**config.mk**
```make
export PLATFORM = sky130hd
export DESIGN_NAME = narrow_read_packer
export DESIGN_NICKNAME = d
export VERILOG_FILES = /design/src/rtl/rdpk_pkg.sv /design/src/rtl/rdpk_lane_asm.sv /design/src/rtl/rdpk_fifo.sv /design/src/rtl/rdpk_ctrl.sv /design/src/rtl/narrow_read_packer.sv
export SDC_FILE = /design/constraint.sdc
export NUM_CORES = 1
export LEC_CHECK = 0
export ABC_CLOCK_PERIOD_IN_PS = 3270
export BUFFER_PORTS_ARGS = -buffer_cell sky130_fd_sc_hd__buf_4
export CORE_UTILIZATION = 50
export DETAILED_ROUTE_END_ITERATION = 16
export PLACE_DENSITY = 0.69
export SYNTH_ARGS = -nofsm -noshare
export SYNTH_HDL_FRONTEND = slang
export SYNTH_SLANG_ARGS = --single-unit
```
**constraint.sdc**
```tcl
create_clock -name clk_i -period 3.27 [get_ports clk_i]
set_input_delay 0.654 -clock clk_i [delete_from_list [all_inputs] [get_ports clk_i]]
set_output_delay 0.654 -clock clk_i [all_outputs]
set_load 0.005 [all_outputs]
```
**src/rtl/rdpk_pkg.sv**
```systemverilog
package rdpk_pkg;
  // clamp a width code to the widest legal port
  function automatic int unsigned eff_code(int unsigned code, int unsigned max_code);
    return (code > max_code) ? max_code : code;
  endfunction
endpackage

```
**src/rtl/rdpk_lane_asm.sv**
```systemverilog
module rdpk_lane_asm #(
  parameter int DATA_W = 32,
  parameter int BYTE_W = 8,
  localparam int LANES  = DATA_W / BYTE_W,
  localparam int LIDX_W = (LANES > 1) ? $clog2(LANES) : 1,
  localparam int WC_W   = $clog2(LIDX_W + 1)
) (
  input  logic              clk_i,
  input  logic              rst_ni,
  input  logic              clr_i,
  input  logic              beat_en_i,
  input  logic [WC_W-1:0]   wcode_i,
  input  logic [DATA_W-1:0] data_i,
  output logic [DATA_W-1:0] word_o,
  output logic              word_done_o
);
  import rdpk_pkg::*;

  logic [WC_W-1:0]                 eff_wc;
  logic [LIDX_W-1:0]               beats_m1, mask, beat_cnt_q;
  logic [LANES-1:0][BYTE_W-1:0]    data_b, merged, acc_q;

  assign eff_wc   = WC_W'(eff_code(int'(wcode_i), LIDX_W));
  assign beats_m1 = LIDX_W'((LANES >> eff_wc) - 1);
  assign mask     = LIDX_W'((1 << eff_wc) - 1);
  assign data_b   = data_i;

  for (genvar l = 0; l < LANES; l++) begin : g_lane
    logic [LIDX_W-1:0] sel_beat, src;
    logic              hit;
    assign sel_beat  = LIDX_W'(l) >> eff_wc;
    assign src       = LIDX_W'(l) & mask;
    assign hit       = beat_en_i && (beat_cnt_q == sel_beat);
    assign merged[l] = hit ? data_b[src] : acc_q[l];
  end

  assign word_o      = merged;
  assign word_done_o = beat_en_i && (beat_cnt_q == beats_m1);

  always_ff @(posedge clk_i or negedge rst_ni) begin
    if (!rst_ni) begin
      beat_cnt_q <= '0;
      acc_q      <= '0;
    end else if (clr_i) begin
      beat_cnt_q <= '0;
      acc_q      <= '0;
    end else if (beat_en_i) begin
      beat_cnt_q <= word_done_o ? '0 : beat_cnt_q + 1'b1;
      acc_q      <= word_done_o ? '0 : merged;
    end
  end
endmodule

```
**src/rtl/rdpk_fifo.sv**
```systemverilog
module rdpk_fifo #(
  parameter int W     = 32,
  parameter int DEPTH = 4,
  localparam int PTR_W = (DEPTH > 1) ? $clog2(DEPTH) : 1,
  localparam int CNT_W = $clog2(DEPTH + 1)
) (
  input  logic             clk_i,
  input  logic             rst_ni,
  input  logic             clr_i,
  input  logic             push_i,
  input  logic [W-1:0]     push_data_i,
  input  logic             pop_i,
  output logic [W-1:0]     rd_data_o,
  output logic [CNT_W-1:0] cnt_o,
  output logic             empty_o,
  output logic             full_o
);
  logic [W-1:0]     mem_q [DEPTH];
  logic [PTR_W-1:0] wr_q, rd_q;
  logic [CNT_W-1:0] cnt_q;
  logic             do_push, do_pop;

  assign empty_o   = (cnt_q == '0);
  assign full_o    = (cnt_q == CNT_W'(DEPTH));
  assign do_push   = push_i && !full_o;
  assign do_pop    = pop_i && !empty_o;
  assign rd_data_o = mem_q[rd_q];
  assign cnt_o     = cnt_q;

  function automatic logic [PTR_W-1:0] nxt(logic [PTR_W-1:0] p);
    return (p == PTR_W'(DEPTH - 1)) ? '0 : p + 1'b1;
  endfunction

  always_ff @(posedge clk_i or negedge rst_ni) begin
    if (!rst_ni) begin
      wr_q  <= '0;
      rd_q  <= '0;
      cnt_q <= '0;
    end else if (clr_i) begin
      wr_q  <= '0;
      rd_q  <= '0;
      cnt_q <= '0;
    end else begin
      if (do_push) wr_q <= nxt(wr_q);
      if (do_pop)  rd_q <= nxt(rd_q);
      case ({do_push, do_pop})
        2'b10:   cnt_q <= cnt_q + 1'b1;
        2'b01:   cnt_q <= cnt_q - 1'b1;
        default: cnt_q <= cnt_q;
      endcase
    end
  end

  always_ff @(posedge clk_i) begin
    if (do_push) mem_q[wr_q] <= push_data_i;
  end
endmodule

```
**src/rtl/rdpk_ctrl.sv**
```systemverilog
module rdpk_ctrl #(
  parameter int DEPTH = 4,
  parameter int WC_W  = 2,
  localparam int IDX_W = (DEPTH > 1) ? $clog2(DEPTH) : 1
) (
  input  logic             clk_i,
  input  logic             rst_ni,
  input  logic             req_i,
  input  logic             req_quad_i,
  input  logic             req_fetch_i,
  input  logic [WC_W-1:0]  req_width_i,
  input  logic             abort_i,
  input  logic             beat_valid_i,
  input  logic             word_done_i,
  input  logic             fifo_empty_i,
  input  logic             fifo_full_i,
  input  logic             out_ready_i,
  output logic             clr_o,
  output logic             beat_en_o,
  output logic             pop_o,
  output logic [WC_W-1:0]  wcode_o,
  output logic             quad_o,
  output logic             out_valid_o,
  output logic [IDX_W-1:0] out_idx_o,
  output logic             out_last_o,
  output logic             out_fetch_o
);
  logic             active_q, quad_q, fetch_q, drain_q;
  logic [WC_W-1:0]  wcode_q;
  logic [IDX_W-1:0] word_cnt_q, idx_q, words_m1;
  logic             final_word;

  assign clr_o       = req_i || abort_i;
  assign beat_en_o   = active_q && beat_valid_i && !clr_o;
  assign words_m1    = quad_q ? IDX_W'(DEPTH - 1) : '0;
  assign final_word  = word_done_i && (word_cnt_q == words_m1);
  // quad lines wait for a full buffer; singles go straight out
  assign out_valid_o = !fifo_empty_i && (!quad_q || drain_q || fifo_full_i);
  assign pop_o       = out_valid_o && out_ready_i;
  assign out_idx_o   = idx_q;
  assign out_last_o  = (idx_q == words_m1);
  assign out_fetch_o = fetch_q;
  assign wcode_o     = wcode_q;
  assign quad_o      = quad_q;

  always_ff @(posedge clk_i or negedge rst_ni) begin
    if (!rst_ni) begin
      active_q   <= 1'b0;
      quad_q     <= 1'b0;
      fetch_q    <= 1'b0;
      drain_q    <= 1'b0;
      wcode_q    <= '0;
      word_cnt_q <= '0;
      idx_q      <= '0;
    end else if (clr_o) begin
      active_q   <= req_i && !abort_i;
      drain_q    <= 1'b0;
      word_cnt_q <= '0;
      idx_q      <= '0;
      if (req_i) begin
        quad_q  <= req_quad_i;
        fetch_q <= req_fetch_i;
        wcode_q <= req_width_i;
      end
    end else begin
      if (word_done_i) word_cnt_q <= word_cnt_q + 1'b1;
      if (final_word)  active_q   <= 1'b0;
      if (fifo_full_i) drain_q    <= 1'b1;
      if (pop_o)       idx_q      <= idx_q + 1'b1;
    end
  end
endmodule

```
**src/rtl/narrow_read_packer.sv**
```systemverilog
module narrow_read_packer #(
  parameter int DATA_W = 32,
  parameter int BYTE_W = 8,
  parameter int DEPTH  = 4,
  localparam int LANES  = DATA_W / BYTE_W,
  localparam int LIDX_W = (LANES > 1) ? $clog2(LANES) : 1,
  localparam int WC_W   = $clog2(LIDX_W + 1),
  localparam int IDX_W  = (DEPTH > 1) ? $clog2(DEPTH) : 1,
  localparam int CNT_W  = $clog2(DEPTH + 1)
) (
  input  logic              clk_i,
  input  logic              rst_ni,
  input  logic              req_i,
  input  logic              req_quad_i,
  input  logic              req_fetch_i,
  input  logic [WC_W-1:0]   req_width_i,
  input  logic              abort_i,
  input  logic              beat_valid_i,
  input  logic [DATA_W-1:0] beat_data_i,
  output logic              out_valid_o,
  input  logic              out_ready_i,
  output logic [DATA_W-1:0] out_data_o,
  output logic [IDX_W-1:0]  out_idx_o,
  output logic              out_last_o,
  output logic              out_fetch_o
);
  logic              clr, beat_en, pop, word_done, fifo_empty, fifo_full, mode_quad;
  logic [WC_W-1:0]   wcode;
  logic [DATA_W-1:0] word;
  logic [CNT_W-1:0]  fifo_cnt;

  rdpk_ctrl #(.DEPTH(DEPTH), .WC_W(WC_W)) u_ctrl (
    .clk_i, .rst_ni, .req_i, .req_quad_i, .req_fetch_i, .req_width_i, .abort_i,
    .beat_valid_i, .word_done_i(word_done), .fifo_empty_i(fifo_empty),
    .fifo_full_i(fifo_full), .out_ready_i, .clr_o(clr), .beat_en_o(beat_en),
    .pop_o(pop), .wcode_o(wcode), .quad_o(mode_quad), .out_valid_o, .out_idx_o,
    .out_last_o, .out_fetch_o
  );

  rdpk_lane_asm #(.DATA_W(DATA_W), .BYTE_W(BYTE_W)) u_asm (
    .clk_i, .rst_ni, .clr_i(clr), .beat_en_i(beat_en), .wcode_i(wcode),
    .data_i(beat_data_i), .word_o(word), .word_done_o(word_done)
  );

  rdpk_fifo #(.W(DATA_W), .DEPTH(DEPTH)) u_fifo (
    .clk_i, .rst_ni, .clr_i(clr), .push_i(word_done), .push_data_i(word),
    .pop_i(pop), .rd_data_o(out_data_o), .cnt_o(fifo_cnt), .empty_o(fifo_empty),
    .full_o(fifo_full)
  );
endmodule

```
### Word-level counts from Yosys, hierarchy flattened

Memories as Yosys holds them, arrays and structs flattened.
Index checks and enable logic that the tools add are counted.

| word-level totals | value |
|---|---|
| memories | 1 |
| output and inout bits | 37 |
| bits in registers | 51 |
| memory bits (writable) | 128 |
| memory bits (read-only) | 0 |
| latch bits | 0 |

Memory list:

| memory | words | bits a word | rd ports | clocked after Yosys merged registers in | wr ports | line | source |
|---|---|---|---|---|---|---|---|
| u_fifo.mem_q | 4 | 32 | 1 | 0 | 1 | rdpk_fifo.sv:18 | `logic [W-1:0] mem_q [DEPTH];` |

| cells by class | value |
|---|---|
| equality and inequality tests | 12 |
| divide/modulo/power cells | 0 |
| bitwise gates (word level) | 0 |
| add/subtract/negate cells | 9 |
| shift-type cells | 6 |
| multipliers | 0 |
| $lt $le $gt $ge | 4 |
| multiplexer cells | 36 |
| reduce and logical (&&, ||, !) cells | 31 |

Operators with widths:

| kind | count |
|---|---|
| 32-bit two-way mux | 3 |
| 8-bit two-way mux | 9 |
| 2-bit two-way mux | 15 |
| 8-bit binary-select mux with 2-bit select | 1 |
| 2-bit equality test | 7 |
| 2-bit nonzero test | 7 |
| 1-bit logical AND | 13 |
| 2-bit by 1-bit adder with 2-bit output (second input constant) | 5 |
| 2-bit equality test (second input constant) | 3 |
| 2-bit by 3-bit less-than comparator with 1-bit output (second input constant) | 2 |
| 1-bit two-way mux | 6 |
| 3-bit one-hot mux with 2 select lines | 1 |
| 1-bit zero test | 5 |
| 1-bit by 2-bit right shift with 2-bit output (first input constant) | 2 |
| 2-bit by 2-bit right shift with 2-bit output (first input constant) | 2 |
| 2-bit subtractor (second input constant) | 2 |
| 3-bit by 1-bit adder with 3-bit output (second input constant) | 1 |
| 3-bit equality test (second input constant) | 1 |
| 3-bit zero test | 1 |
| 1-bit logical OR | 3 |
| 1-bit by 3-bit less-than comparator with 1-bit output (second input constant) | 1 |
| 3-bit two-way mux | 1 |
| 3-bit nonzero test | 1 |
| 3-bit by 2-bit right shift with 2-bit output (first input constant) | 1 |
| other kinds (5) | 5 |

### Logic depth before layout (Yosys ltp)

Gate-level depths: netlist of the first run.

| depth | value |
|---|---|
| depth after elaboration | 10 |
| gate-level depth with buffers | 8 |
| mapped depth without buffers | 6 |

### Modules after synthesis

A second synthesis of the first run with hierarchy kept.

| second synthesis, totals | value |
|---|---|
| cells, all modules | 495 |
| area total of the unflattened synthesis | 7823.8 µm² |

By module, submodules not included:

| module | times used | cells an instance | sequential area each (µm²) | area each (µm²) |
|---|---|---|---|---|
| rdpk_fifo | 1 | 230 | 4018.9 | 5190.0 |
| rdpk_lane_asm | 1 | 221 | 850.8 | 2158.3 |
| rdpk_ctrl | 1 | 44 | 250.2 | 475.5 |

### Worst setup path after synthesis of the first run

OpenSTA, ideal clock, no wires.

| path | value |
|---|---|
| path type | input port to flip-flop |
| start point | input port req_i |
| end point | memory u_fifo.mem_q[0][0], enable pin |
| slack | 761 ps |
| arrival time | 2117 ps |
| buffers on the path | 0 |
| required time | 2878 ps |
| stages | 3 |
| path through | nand4bb_1 nor2_1 and3_1 |

| on the way | value |
|---|---|
| longest elaborated chain between the ends | 7 |

Ends and longest elaborated chain:

| what | line | source |
|---|---|---|
| from (decl) | narrow_read_packer.sv:13 | `input logic req_i,` |
| 1-bit logical OR | rdpk_ctrl.sv:33 | `assign clr_o = req_i \|\| abort_i;` |
| 1-bit zero test | rdpk_ctrl.sv:34 | `assign beat_en_o = active_q && beat_valid_i && !clr_o;` |
| 1-bit logical AND | rdpk_ctrl.sv:34 |  |
| 1-bit logical AND | rdpk_lane_asm.sv:38 | `assign word_done_o = beat_en_i && (beat_cnt_q == beats_m1);` |
| 1-bit logical AND | rdpk_fifo.sv:25 | `assign do_push = push_i && !full_o;` |
| 1-bit two-way mux | rdpk_fifo.sv:55 | `if (do_push) mem_q[wr_q] <= push_data_i;` |
| 1-bit two-way mux (implied by the code) | rdpk_fifo.sv:55 |  |
| to (decl) | rdpk_fifo.sv:18 |  |

Every way passes these cells.

### Worst setup path after layout of the first run

| path | value |
|---|---|
| start point | register u_ctrl.wcode_q[1] (netlist: u_ctrl.wcode_o[1]) |
| end point | memory u_fifo.mem_q[1][14] (data pin) |

| on the way | value |
|---|---|
| longest elaborated chain between the ends | 7 |

Ends and longest elaborated chain:

| what | line | source |
|---|---|---|
| from (decl) | rdpk_ctrl.sv:29 | `logic [WC_W-1:0] wcode_q;` |
| from (signal assigned) | rdpk_ctrl.sv:63 | `wcode_q <= req_width_i;` |
| 2-bit greater-than comparator | rdpk_pkg.sv:4 | `return (code > max_code) ? max_code : code;` |
| 2-bit two-way mux * | rdpk_pkg.sv:4 |  |
| 1-bit by 2-bit << shifter with 2-bit output | rdpk_lane_asm.sv:25 | `assign mask = LIDX_W'((1 << eff_wc) - 1);` |
| 2-bit subtractor | rdpk_lane_asm.sv:25 |  |
| 8-bit two-way mux (implied by the code) (2 in a row) | rdpk_lane_asm.sv:34 | `assign merged[l] = hit ? data_b[src] : acc_q[l];` |
| 8-bit two-way mux * | rdpk_lane_asm.sv:34 |  |
| net u_asm.word_o[14] | rdpk_lane_asm.sv:14 | `output logic [DATA_W-1:0] word_o,` |

Mark *: on every way through the listed nets, which the timed path passes. The rest lies on a longest branch. The select of a mux whose other input is x is not followed.

==> summary.txt, run 1 <==
Status
  • Outcome: completed

Min path
  • Hold Crit Class: in2async

Critical path
  • Critical Path Slowest Stage Cell: nor3_4
  • Setup CP Type: reg2reg
  • Critical R2R Launch: u_ctrl.wcode_o[1]
  • CP endpoint kind: register
  • Worst setup path startpoint: u_ctrl.wcode_o[1]
  • Arr. time, crit path: roughly 2.8 ns
  • Worst reg2reg endpoint: u_fifo.mem_q[1][14]
  • Buf+Inv Stages, Crit Path: 1
  • Crit-path leading delay family: simple AND/OR/NAND/NOR gates
  • R2R cell count: 6
  • Critical Path RT: between 3 and 4 ns
  • Stages on worst setup path: 6
  • Worst setup path endpoint: u_fifo.mem_q[1][14]
  • Reg-to-reg slack, setup: 0.69 ns
  • Crit-path max FO: 24
  • Crit path cell chain: buf_4 > nor2_4 > xnor2_1 > nor3_4 > nor2_1 > a21oi_1
  • Largest stage delay on the critical path: roughly 0.52 ns
  • CP Launch Type: register

Synth
  • Cell taking the most area after synthesis: edfxtp_1
  • Top cell type's share of synthesized area: 0.507
  • Syn Area/Cell: 15.4 um^2
  • Cells taking the most area after synthesis: edfxtp_1, dfrtp_1, mux4_2
  • Sequential share of the synthesized area: 0.676
  • Post-Synthesis Cells: 491
  • Top-count cell post-synth: edfxtp_1
  • Synthesized area: 7570 um^2
  • Synthesized Nets: between 500 and 600
  • Number of synthesized register bits: 179
  • Warnings, synthesis: 0
  • Post-synth EDFFs: 128
  • Post-synth cell types: between 40 and 50
  • Ys async rst share: 0.285
  • Top cells by count, synth: edfxtp_1, dfrtp_1, nand2_1
  • Synth Flop Type: edfxtp_1

Routing
  • DRT Pass-1 Iters: 8
  • Vias: around 4500
  • Post-route ant nets: 0
  • DRC viols: 0
  • Drt first-iter violations: 460
  • WL final: roughly 16000 um
  • Via density: about 5.8
  • DR WL/cell: roughly 21 um

Clock tree
  • Clk sink count: ~180
  • Clk root buf: clkbuf_16
  • H-Tree Depth: 4
  • Cts hold-fix bufs: 0
  • Cts bufs inserted: 17
  • Post-CTS Resized: 0
  • Clk_lat worst skew: roughly 0.43 ns
  • Clock buffer depth: 2
  • CTS tree: built
  • CTS clk-pin slew, worst paths: around 0.060 ns
  • Setup bufs post-CTS: 0

Global routing
  • Antenna violations before repair: 0
  • Total global-route track usage: 0.225
  • Maximum number of pins on one net before global-route repair: 52
  • Number of global-route vias before repair: between 4000 and 5000
  • Gr ovfl total: 0
  • First-pass GRT wire length: 25800 um

Floorplan
  • Starting density of the core: 0.517
  • Core ar.: ~15000 um^2
  • Die area: ~16000 um^2
  • IO Pins: between 70 and 80
  • Die height: between 100 and 150 um
  • Die X: around 130 um
  • Row Count: 44

STA
  • FMAX: between 300 and 400 MHz
  • Final TNS setup: 0 ns
  • Slew headroom: 0.300
  • Fin crit share: 0.788
  • Worst-margin pin slew: ~1.0 ns
  • Setup repair after global routing missed its margin: no
  • Final setup viols: 0
  • Fin Hold WS: ~0.26 ns
  • Final hold violation count: 0
  • Max Clock Skew: approximately 0.0059 ns
  • Final min period: approximately 2.6 ns
  • Max Transition Viols Final: 0

Placement
  • Inst Count DP: roughly 750
  • Port-buffer cells: 78
  • Routability Congestion: 0.870
  • DP HPWL: approximately 11000 um

Final layout
  • ANT cells: 0
  • Final Instance Count excl. Fillers: 780
  • Nets: ~630
  • Layout cells sized above 1: 0.297
  • Area grow syn2layout: 19.4%

Power
  • P_leak: approximately 3.6 nW
  • Total Power: 4.85 mW
  • Max IR drop VDD: between 0.3 and 0.4 mV
  • Pwr/cell area: ~540 nW/um^2

Run
  • MaxCap Viol Count: 0
-- through the flow --
step / cell area [um^2] / util / setup WS [ns]
detailed placement: 8410 / 0.574 / 0.642
floorplan: 7570 / - / 0.761
CTS: 9040 / 0.617 / 0.647
global placement: 8410 / 0.574 / 0.684
finish: 9040 / 0.617 / 0.695
global route: 9040 / 0.617 / 0.544
-- sequential cells by signal (all words and copies together) (netlist names) --
register and flops:
u_ctrl.active_q 1, u_ctrl.drain_q 1, u_ctrl.out_fetch_o 1, u_ctrl.quad_o 1, u_ctrl.out_idx_o 2, u_fifo.rd_q 2, u_fifo.wr_q 2, u_fifo.cnt_o 3
u_ctrl.word_cnt_q 2, u_ctrl.wcode_o 2, u_fifo.mem_q 128, u_asm.beat_cnt_q 2, u_asm.acc_q 32
-- cells in the final DEF, fill, tap and decap left out, types with 2 or more instances in the layout --
master	instances
o21ai_1	7
o211ai_1	2
xor2_1	4
edfxtp_1	128
nor3b_1	2
nand2_2	2
o21ai_0	33
mux4_2	32
mux2i_1	27
nor2_1	27
inv_1	6
bufinv_16	4
and3_1	13
nand2_1	46
a21oi_1	25
ha_1	6
or3_1	4
nand4_1	2
nand3_1	4
dfrtp_1	50
clkbuf_16	17
clkbuf_1	3
a22o_1	8
buf_4	96
mux2_2	11
nor3_1	4
clkbuf_8	4
xnor2_1	3
o21a_1	2
nand2b_1	5
-- layout make-up --
class | instances | area (um^2)
multi-input combinational | 283 | 2310
sequential | 179 | 5120
inverter | 6 | 22.5
timing repair buffer | 96 | 721
fill | 1099 | 5600
clock inverter | 8 | 145
tap | 184 | 230
clock buffer | 24 | 492
-- worst min-delay path by stage --
| stage | end | slack, ns | cells past startpoint |
|---|---|---|---|
| 2_1_floorplan | u_asm.acc_q[0] | 0.36 | 0 |
| 3_3_place_gp | u_asm.acc_q[21] | 0.46 | 2 |
| 3_5_place_dp | u_asm.acc_q[19] | 0.47 | 2 |
| 4_1_cts | u_ctrl.out_fetch_o | 0.28 | 1 |
| 5_1_grt | u_asm.acc_q[11] | 0.31 | 1 |
| 6_report | u_asm.acc_q[11] | 0.26 | 1 |
-- power breakdown --
part | internal [mW] | switching [mW] | leakage [nW]
Combinational | 0.100 | 0.136 | 1.28
Sequential | 2.43 | 0.0156 | 2.01
Clock | 1.36 | 0.813 | 0.308
Total | 3.89 | 0.965 | 3.59
-- worst reg2reg max path, stage by stage (launching register included) --
cell     delay (ns)
dfrtp_1        0.46
buf_4          0.28
nor2_4         0.36
xnor2_1        0.18
nor3_4         0.52
nor2_1         0.12
a21oi_1        0.40
-- logic make-up (layout without fill, tap and decap cells) --
family | count (synthesis) | after routing | share of synthesized area
simple gates | 119 | 119 | 0.0776
fa+ha+maj | 7 | 7 | 0.0126
buf+inv | 29 | 134 | 0.0190
mux | 70 | 70 | 0.147
compound gates | 80 | 80 | 0.0596
xor+xnor | 7 | 7 | 0.00809
flops | 179 | 179 | 0.676
-- per-layer routing --
layer  wire, um  global-route usage
met5          0                   0
met4        225              0.0861
met3        913              0.0518
met2       8100               0.361
met1       7050               0.302
No activity file was read; power rests on OpenSTA's default activity.
==> run 2: changes to the inputs <==
ABC_CLOCK_PERIOD_IN_PS = 2100   (was 3270)
PLACE_DENSITY = 0.72   (was 0.69)
clock period = 2.1 ns   (was 3.27 ns; I/O delays follow)
==> run 2 against run 1 <==
Effect of this change: the run now ends with hold timing, setup timing left; sequential power up 56%; via count up 3.1%; register-to-register slack lost 0.59 ns; combinational power grew 74%; die area did not move; critical path depth fell by 2; critical endpoint is now out_data_o[31].
==> summary.txt, run 2 (synthesis gave the netlist of run 1 again) <==
Status
  • Outcome: finished, violations left
  • Failing checks: hold timing, setup timing

Critical path
  • Worst reg2reg endpoint: u_fifo.cnt_o[2]
  • Crit-path max FO: 6
  • CP Launch Type: register
  • Critical R2R Launch: u_asm.beat_cnt_q[0]
  • CP endpoint kind: output port
  • Setup CP Type: reg2out
  • Arr. time, crit path: approximately 1.8 ns
  • Critical Path RT: ~1.7 ns
  • R2R cell count: 6
  • Reg-to-reg slack, setup: ~0.10 ns

Routing
  • DR WL/cell: ~21 um
  • DRT Pass-1 Iters: 7
  • DRC viols: 0
  • Via density: a little under 6
  • Vias: around 4700
  • Drt first-iter violations: 381
  • WL final: approximately 17000 um
  • Post-route ant nets: 0

Floorplan
  • Die area: ~16000 um^2
  • Die height: about 130 um
  • Die X: between 100 and 150 um
  • Starting density of the core: 0.517
  • IO Pins: just under 80
  • Core ar.: about 15000 um^2
  • Row Count: 44

STA
  • Worst-margin pin slew: just under 0.7 ns
  • Final hold violation count: 3
  • Fin Hold WS: -0.00370 ns
  • Final setup viols: 32
  • Fin crit share: 1.06
  • Max Transition Viols Final: 0
  • PnR worst setup slack: -0.129 ns
  • Slew headroom: 0.540
  • Final min period: around 2.2 ns
  • Max Clock Skew: ~0.0083 ns
  • Setup repair after global routing missed its margin: yes
  • Final TNS setup: -3.41 ns
  • FMAX: roughly 450 MHz

Min path
  • Hold Crit Class: in2async

Global routing
  • Maximum number of pins on one net before global-route repair: 52
  • Antenna violations before repair: 0
  • Gr ovfl total: 0
  • First-pass GRT wire length: between 20000 and 30000 um
  • GR Util met1: 0.297
  • Layer with the highest usage: met2
  • GRT met2 Usage: 0.367
  • Total global-route track usage: 0.229
  • Number of global-route vias before repair: 4800
  • Met3 Use GR: 0.0509

Power
  • Pwr/cell area: about 810 nW/um^2
  • Sw Ratio: 0.209
  • Pint: approximately 6.1 mW
  • Clock power share: 0.453
  • Max IR drop VDD: around 0.55 mV
  • P_leak: about 3.8 nW
  • Logic gate share of total power: 0.053
  • Sequential Power Share: 0.494
  • Sw power: approximately 1.6 mW

Clock tree
  • Clk root buf: clkbuf_16
  • H-Tree Depth: 4
  • CTS tree: built
  • Cts bufs inserted: 17
  • CTS clk-pin slew, worst paths: roughly 0.07 ns
  • Clock buffer depth: 2
  • Clk sink count: about 180
  • Clk_lat worst skew: around 0.44 ns
  • Cts hold-fix bufs: 0

Final layout
  • Nets: about 660
  • Largest register FFs: between 100 and 150
  • Area grow syn2layout: 25.1%
  • Commonest non-fill, non-tap cell in the layout: edfxtp_1
  • ANT cells: 0
  • Most frequent cells in the layout: edfxtp_1, buf_4, dfrtp_1
  • Top reg by flops: u_fifo.mem_q
  • Number of fillers in the final layout: 1025
  • Layout cells sized above 1: 0.342

Run
  • MaxCap Viol Count: 0

Placement
  • Routability Congestion: roughly 0.85
  • Port-buffer cells: 78
  • DP HPWL: about 11000 um
[run 2: changes by cell type in the layout (fill, tap and decap cells not counted), moves of 6 or more]
cell     before  now
o21ai_0      33   27
o21ai_1       7   13
buf_6         0   26
buf_12        0    7
buf_4        96   83
[run 2: repair_timing]
action	in CTS	in global routing
gates resized for setup	28	12
cloned	0	3
pin swaps	0	0
buffers inserted	2	3
setup endpoints to repair	32	72
[run 2: worst max-delay path: stages, from the launching register on]
cell and delay [ns]:
dfrtp_2 0.40, buf_4 0.17, buf_8 0.16, mux4_2 0.52, buf_6 0.13
[run 2: area by class of cell]
type                            count  area (um^2)  area share
Sequential cell                   179         5120       0.540
Multi-Input combinational cell    283         2330       0.246
Timing Repair Buffer              119         1120       0.118
Clock buffer                       17          425      0.0449
Tap cell                          184          230      0.0243
Clock inverter                     15          226      0.0239
Inverter                            6         22.5     0.00238
[run 2: power groups by stage]
stage | combinational [mW] | sequential (mW) | clock, mW
after floorplan | 0.203 | 3.87 | 0
after global placement | 0.395 | 3.87 | 0
after detailed placement | 0.401 | 3.87 | 0
after CTS | 0.406 | 3.80 | 3.51
after global routing | 0.443 | 3.80 | 3.66
final | 0.410 | 3.80 | 3.48
[run 2: worst max-delay path by stage]
stage,endpoint,slack (ns),depth (start not counted),start
detailed placement,u_fifo.mem_q[0][18],0.01,6,abort_i
global placement,u_fifo.mem_q[0][17],0.11,6,abort_i
CTS,out_data_o[0],-0.14,3,u_fifo.rd_q[0]
global route,out_data_o[20],-0.17,4,u_fifo.rd_q[0]
finish,out_data_o[31],-0.13,4,u_fifo.rd_q[0]
floorplan,u_fifo.cnt_o[2],0.05,8,u_asm.beat_cnt_q[1]
[run 2: layer usage]
layer,wire (um),part of all wire
met3,932,0.055
met5,0,0
met4,595,0.035
met1,7030,0.41
met2,8460,0.50
[run 2: through the flow]
stage	setup WS (ns)	utilization	area, um^2	total power, mW	cells
finish	-0.129	0.647	9480	7.69	803
CTS	-0.139	0.640	9370	7.72	797
global placement	0.111	0.587	8600	4.27	763
global route	-0.172	0.647	9480	7.90	803
floorplan	0.0507	-	7580	4.07	491
detailed placement	0.0112	0.587	8600	4.27	763
